### config.mk
export PLATFORM = sky130hd
export DESIGN_NAME = autoreload_timer
export DESIGN_NICKNAME = d
export VERILOG_FILES = /design/src/rtl/tmr_pkg.sv /design/src/rtl/tmr_prescaler.sv /design/src/rtl/tmr_pin_sync.sv /design/src/rtl/tmr_core.sv /design/src/rtl/autoreload_timer.sv
export SDC_FILE = /design/constraint.sdc
export NUM_CORES = 1
export LEC_CHECK = 0
export BUFFER_PORTS_ARGS = -buffer_cell sky130_fd_sc_hd__buf_2
export CORE_AREA = 4 4 78 80
export DETAILED_ROUTE_END_ITERATION = 10
export DIE_AREA = 0 0 82 84
export PLACE_DENSITY = 0.6
export SYNTH_ARGS = -nofsm -noshare
export SYNTH_HDL_FRONTEND = slang
export SYNTH_HIERARCHICAL = 1
export SYNTH_SLANG_ARGS = --single-unit
### constraint.sdc
create_clock -name clk -period 5.5 [get_ports clk]
set_clock_uncertainty 0.15 [all_clocks]
set_input_delay 0.825 -clock clk [delete_from_list [all_inputs] [get_ports clk]]
set_output_delay 0.825 -clock clk [all_outputs]
set_load 0.005 [all_outputs]
### src/rtl/tmr_pkg.sv
package tmr_pkg;

    typedef enum logic [1:0] {
        MODE_SPLIT13 = 2'b00,
        MODE_WIDE16  = 2'b01,
        MODE_RELOAD8 = 2'b10,
        MODE_HALT    = 2'b11
    } tmr_mode_e;

    typedef enum logic {
        PIN_LOW  = 1'b0,
        PIN_HIGH = 1'b1
    } pin_state_e;

endpackage

### src/rtl/tmr_prescaler.sv
module tmr_prescaler #(
    parameter int SLOW_DIV = 12,
    parameter int MID_DIV  = 4
) (
    input  logic clk,
    input  logic rst_n,
    input  logic fast_sel,
    input  logic mid_sel,
    output logic tick
);
    localparam int PW = (SLOW_DIV > 1) ? $clog2(SLOW_DIV) : 1;

    logic [PW-1:0] div_cnt;
    logic [PW-1:0] limit;

    // The high-speed select overrides the divide-by-4 select.
    always_comb begin
        if (fast_sel)
            limit = '0;
        else if (mid_sel)
            limit = PW'(MID_DIV - 1);
        else
            limit = PW'(SLOW_DIV - 1);
        tick = (div_cnt >= limit);
    end

    always_ff @(posedge clk or negedge rst_n) begin
        if (!rst_n)
            div_cnt <= '0;
        else if (tick)
            div_cnt <= '0;
        else
            div_cnt <= div_cnt + 1'b1;
    end
endmodule

### src/rtl/tmr_pin_sync.sv
module tmr_pin_sync
    import tmr_pkg::*;
#(
    parameter int STAGES = 2
) (
    input  logic clk,
    input  logic rst_n,
    input  logic gate_raw,
    input  logic count_raw,
    output logic gate_sync,
    output logic fall_pulse
);
    logic [STAGES-1:0] gate_sh;
    logic [STAGES-1:0] cnt_sh;
    logic              cnt_sync;
    pin_state_e        state_q;
    pin_state_e        state_d;

    for (genvar i = 0; i < STAGES; i++) begin : g_stage
        if (i == 0) begin : g_first
            always_ff @(posedge clk or negedge rst_n) begin
                if (!rst_n) begin
                    gate_sh[i] <= 1'b0;
                    cnt_sh[i]  <= 1'b0;
                end else begin
                    gate_sh[i] <= gate_raw;
                    cnt_sh[i]  <= count_raw;
                end
            end
        end else begin : g_next
            always_ff @(posedge clk or negedge rst_n) begin
                if (!rst_n) begin
                    gate_sh[i] <= 1'b0;
                    cnt_sh[i]  <= 1'b0;
                end else begin
                    gate_sh[i] <= gate_sh[i-1];
                    cnt_sh[i]  <= cnt_sh[i-1];
                end
            end
        end
    end

    assign gate_sync = gate_sh[STAGES-1];
    assign cnt_sync  = cnt_sh[STAGES-1];

    // Edge tracker: state register
    always_ff @(posedge clk or negedge rst_n) begin
        if (!rst_n)
            state_q <= PIN_LOW;
        else
            state_q <= state_d;
    end

    // Edge tracker: transitions and output
    always_comb begin
        state_d    = state_q;
        fall_pulse = 1'b0;
        unique case (state_q)
            PIN_LOW: begin
                if (cnt_sync)
                    state_d = PIN_HIGH;
            end
            PIN_HIGH: begin
                if (!cnt_sync) begin
                    state_d    = PIN_LOW;
                    fall_pulse = 1'b1;
                end
            end
        endcase
    end
endmodule

### src/rtl/tmr_core.sv
module tmr_core
    import tmr_pkg::*;
#(
    parameter int CNT_W   = 8,
    parameter int PRESC_W = 5
) (
    input  logic             clk,
    input  logic             rst_n,
    input  logic             inc,
    input  logic [1:0]       mode,
    input  logic             wr_lo,
    input  logic             wr_hi,
    input  logic [CNT_W-1:0] wr_data,
    input  logic             flag_clr,
    output logic [CNT_W-1:0] tl_q,
    output logic [CNT_W-1:0] th_q,
    output logic             tick_q,
    output logic             flag_q
);
    tmr_mode_e          mode_e;
    logic [CNT_W-1:0]   tl_d;
    logic [CNT_W-1:0]   th_d;
    logic [2*CNT_W-1:0] wide_inc;
    logic               wrap;

    assign mode_e   = tmr_mode_e'(mode);
    assign wide_inc = {th_q, tl_q} + 1'b1;

    always_comb begin
        tl_d = tl_q;
        th_d = th_q;
        wrap = 1'b0;
        if (inc) begin
            unique case (mode_e)
                MODE_SPLIT13: begin
                    if (&tl_q[PRESC_W-1:0]) begin
                        tl_d[PRESC_W-1:0] = '0;
                        th_d = th_q + 1'b1;
                        wrap = &th_q;
                    end else begin
                        tl_d[PRESC_W-1:0] = tl_q[PRESC_W-1:0] + 1'b1;
                    end
                end
                MODE_WIDE16: begin
                    {th_d, tl_d} = wide_inc;
                    wrap = &{th_q, tl_q};
                end
                MODE_RELOAD8: begin
                    if (&tl_q) begin
                        tl_d = th_q;
                        wrap = 1'b1;
                    end else begin
                        tl_d = tl_q + 1'b1;
                    end
                end
                MODE_HALT: begin
                    tl_d = tl_q;
                end
            endcase
        end
        if (wr_lo)
            tl_d = wr_data;
        if (wr_hi)
            th_d = wr_data;
    end

    always_ff @(posedge clk or negedge rst_n) begin
        if (!rst_n) begin
            tl_q   <= '0;
            th_q   <= '0;
            tick_q <= 1'b0;
            flag_q <= 1'b0;
        end else begin
            tl_q   <= tl_d;
            th_q   <= th_d;
            tick_q <= wrap;
            if (wrap)
                flag_q <= 1'b1;
            else if (flag_clr)
                flag_q <= 1'b0;
        end
    end
endmodule

### src/rtl/autoreload_timer.sv
module autoreload_timer #(
    parameter int CNT_W       = 8,
    parameter int PRESC_W     = 5,
    parameter int SLOW_DIV    = 12,
    parameter int MID_DIV     = 4,
    parameter int SYNC_STAGES = 2
) (
    input  logic             clk,
    input  logic             rst_n,
    input  logic             run,
    input  logic             gate_en,
    input  logic             ext_count_sel,
    input  logic             fast_clk_sel,
    input  logic             div4_sel,
    input  logic [1:0]       mode,
    input  logic             gate_pin,
    input  logic             count_pin,
    input  logic             wr_lo,
    input  logic             wr_hi,
    input  logic [CNT_W-1:0] wr_data,
    input  logic             flag_clr,
    input  logic             irq_en,
    output logic [CNT_W-1:0] count_lo,
    output logic [CNT_W-1:0] count_hi,
    output logic             ovf_flag,
    output logic             ovf_tick,
    output logic             irq
);
    logic pre_tick;
    logic gate_sync;
    logic fall_pulse;
    logic src_tick;
    logic count_ok;
    logic inc;

    tmr_prescaler #(
        .SLOW_DIV (SLOW_DIV),
        .MID_DIV  (MID_DIV)
    ) u_presc (
        .clk      (clk),
        .rst_n    (rst_n),
        .fast_sel (fast_clk_sel),
        .mid_sel  (div4_sel),
        .tick     (pre_tick)
    );

    tmr_pin_sync #(
        .STAGES (SYNC_STAGES)
    ) u_pins (
        .clk        (clk),
        .rst_n      (rst_n),
        .gate_raw   (gate_pin),
        .count_raw  (count_pin),
        .gate_sync  (gate_sync),
        .fall_pulse (fall_pulse)
    );

    assign src_tick = ext_count_sel ? fall_pulse : pre_tick;
    assign count_ok = run && (!gate_en || gate_sync);
    assign inc      = count_ok && src_tick && !wr_lo && !wr_hi;

    tmr_core #(
        .CNT_W   (CNT_W),
        .PRESC_W (PRESC_W)
    ) u_core (
        .clk      (clk),
        .rst_n    (rst_n),
        .inc      (inc),
        .mode     (mode),
        .wr_lo    (wr_lo),
        .wr_hi    (wr_hi),
        .wr_data  (wr_data),
        .flag_clr (flag_clr),
        .tl_q     (count_lo),
        .th_q     (count_hi),
        .tick_q   (ovf_tick),
        .flag_q   (ovf_flag)
    );

    assign irq = ovf_flag & irq_en;
endmodule

==> results.yml <==
floorplanning:
  start_util_pct: 34.4
  dieArea_um2: 6890
  core_area_um2: 5410
  die-height_um: 84
  io_pins: 42
  rows: 27
  dieWidth_um: 82
synthesis:
  synth_area_leader_cell: "dfrtp_1"
  yosys-top-cells-count: "27 x dfrtp_1, 18 x nand2_1, 16 x nor2_1"
  synth_area_leaders: "dfrtp_1 36%, ha_1 8.1%, a31oi_1 3.7%, nand2_1 3.6%, nor2_1 3.2%"
  synth.most_common_cell: "dfrtp_1"
  synth-main-ff-cell: "dfrtp_1"
  synthCells: 207
  synth_edf_count: 0
  async_reset_ff_share_pct: 100
  netlist.area_leader.share_pct: 36.4
  syn_avg_cell_area_um2: 8.98
  yosysSeqAreaShare_pct: 36.4
  ys_seq_elements: 27
  syn_nets: 242
  yosysWarnings: 6
  yosysUniqueCellTypes: 54
  netlist_area_um2: 1860
setup_path:
  cpLargestDelayFamily: "compound AO/OA/AOI/OAI gates"
  worstSetupPathType: "in -> reg"
  cp_cell_sequence: "buf_2 > or2_2 > ha_1 > or2_2 > and2_1 > mux2i_1 > a2111oi_2 > o21ai_0 > nor3_1 > mux2_2 > o21ai_0"
  critPathMaxStageDelay_ns: 0.76
  worst_setup_path_end_kind: "register"
  r2r_cells: 11
  path_depth: 11
  crit_slowest_cell: "a2111oi_2"
  critPathBufInv: 1
  crit_fanout: 8
  worst_ep_arrival_time_ns: 3.78
  critPathLaunchType: "input port"
  required_ns: 5.56
power:
  power_uw: 542
  leakage_nw: 0.924
  powerDensity_nw_per_um2: 252
  vdd_drop_max_uv: 93.6
sta:
  fin_setup_tns_ns: 0
  post-route-period-util_pct: 67.5
  finalHoldViolCount: 0
  rsz0062_at_grt: "false"
  max_slew_margin_pct: 41.7
  setup_violations: 0
  finalWorstSetupSlack_ns: 1.79
  worstMarginPinSlew_ns: 0.873
  max_freq_ghz: 0.269
  period_needed_ns: 3.71
  drv_slew: 0
clock_tree:
  htree_levels: 1
  post_cts_resized: 0
  cts_tree: "done"
  post-cts-setup-buffers: 0
  hold_buffers: 0
  clk_latency_ns: 0.28
  root_buffer: "clkbuf_8"
  clk_pin_slew_ns: 0.11
  cts_buffers: 3
  max-clock-path-buffers: 2
  clock_sinks: 27
detailed_routing:
  wl_per_cell_um: 15.9
  antenna_left: 0
  drt-vias-per-instance: 5.44
  drc: 0
  firstDrtPassIters: 6
  dr.first_iter.drc_count: 152
  vias: 1724
  routed_wl_um: 5050
grt:
  grt.total_usage_pct: 15.3
  grt_max_degree: 28
  grt_pass1_wl_um: 8420
  grt_overflow: 0
  antenna_found_initial: 0
  grt_pass1_vias: 1693
finish:
  final_cell_area_um2: 2150
  multiInputGateArea_um2: 1090
  reg_top3: "u_core/th_q x8, u_core/tl_q x8, u_presc/div_cnt x4"
  drive_gt1_share_pct: 24.5
  n_fill_cell: 563
  fin_nets: 281
  antenna_cells: 0
  fin_util_pct: 39.8
  area.sequential_um2: 676
  area_growth_pct: 15.9
hold_path:
  hold_class: "reg -> reg"
  min_path_cells: 0
placement:
  placed_cell_area_um2: 2100
  post-place-ws_ns: 1.58
  gp_congestion: 0.899
  dp_hpwl_um: 3810
  port_buffers: 41
job:
  maxCapViolations: 0
run_status:
  status: "complete, no violations"
-- worst reg2reg max path: stages (launching register included) --
cell and delay, ns:
dfrtp_1 0.41, inv_1 0.06, ha_1 0.26, nand2b_1 0.10
a2111o_1 0.20, and2_1 0.14, mux2i_1 0.08, a2111oi_2 0.76
o21ai_0 0.43, nor3_1 0.27, mux2_2 0.36, o21ai_0 0.13
-- final timing paths --
check | from | to | slack (ns)
max in group asynchronous | rst_n | u_core/tl_q[1] | 4.42
min in group asynchronous | rst_n | u_core/th_q[3] | 0.39
min | u_pins/cnt_sh[0] | u_pins/cnt_sync | 0.21
max reg2reg | u_presc/div_cnt[0] | u_core/tl_q[6] | 2.09
max | fast_clk_sel | u_core/tl_q[6] | 1.79
min reg2reg | u_pins/cnt_sh[0] | u_pins/cnt_sync | 0.21
-- power by group --
group	leakage [nW]	internal (mW)	switching [mW]
combinational	0.575	0.0745	0.0853
sequential	0.322	0.223	0.0336
clock	0.0261	0.0534	0.0722
-- through the flow --
step	hold slack, ns	cells
final	0.210	317
after detailed placement	0.186	313
after global placement	0.186	313
after floorplan	0.181	207
after global routing	0.223	317
after CTS	0.213	317
-- logic make-up (layout without fill, tap and decap cells) --
logic type	after synthesis	count (layout)	synth area share, %
AND/OR/NAND/NOR	83	83	24.1
AO/OA/AOI/OAI	57	57	21.5
flip-flops	27	27	36.4
buffers and inverters	19	57	5.12
adder cells (fa/ha/maj)	12	12	8.08
multiplexers	5	5	2.96
XOR/XNOR	4	4	1.89
-- area by class of cell --
cell class	count	area share [%]
multi-input combinational	161	50.5
sequential	27	31.4
timing repair buffer	41	9.53
tap	72	4.18
inverter	12	2.09
clock buffer	3	1.92
clock inverter	1	0.407
-- layer usage --
metal	vias up	global-route usage (%)	wire length, µm
met5	-	0	0
met4	0	4.08	72
met3	6	1.84	290
met2	59	22.3	2280
met1	808	23.5	2400
li1	851	-	-
-- cells in the final DEF, fill, tap and decap left out, types with 2 or more instances in the layout --
| cell type | n |
|---|---|
| inv_1 | 12 |
| buf_2 | 41 |
| a41oi_1 | 2 |
| and3_1 | 2 |
| nor4_1 | 2 |
| a21oi_1 | 7 |
| o22ai_1 | 4 |
| a31oi_1 | 11 |
| nand3_1 | 9 |
| xor2_1 | 2 |
| nand4_1 | 4 |
| nand2b_1 | 5 |
| or4_1 | 5 |
| or2_2 | 2 |
| o211ai_1 | 3 |
| ha_1 | 12 |
| nand2_1 | 18 |
| o21ai_0 | 10 |
| clkbuf_8 | 3 |
| and3_2 | 2 |
| and2_1 | 5 |
| xnor2_1 | 2 |
| nor2_1 | 16 |
| dfrtp_1 | 27 |
| o31ai_1 | 5 |
| a21boi_1 | 2 |
| mux2_2 | 4 |
| nor3_1 | 4 |
No activity file was read; power rests on OpenSTA's default activity.
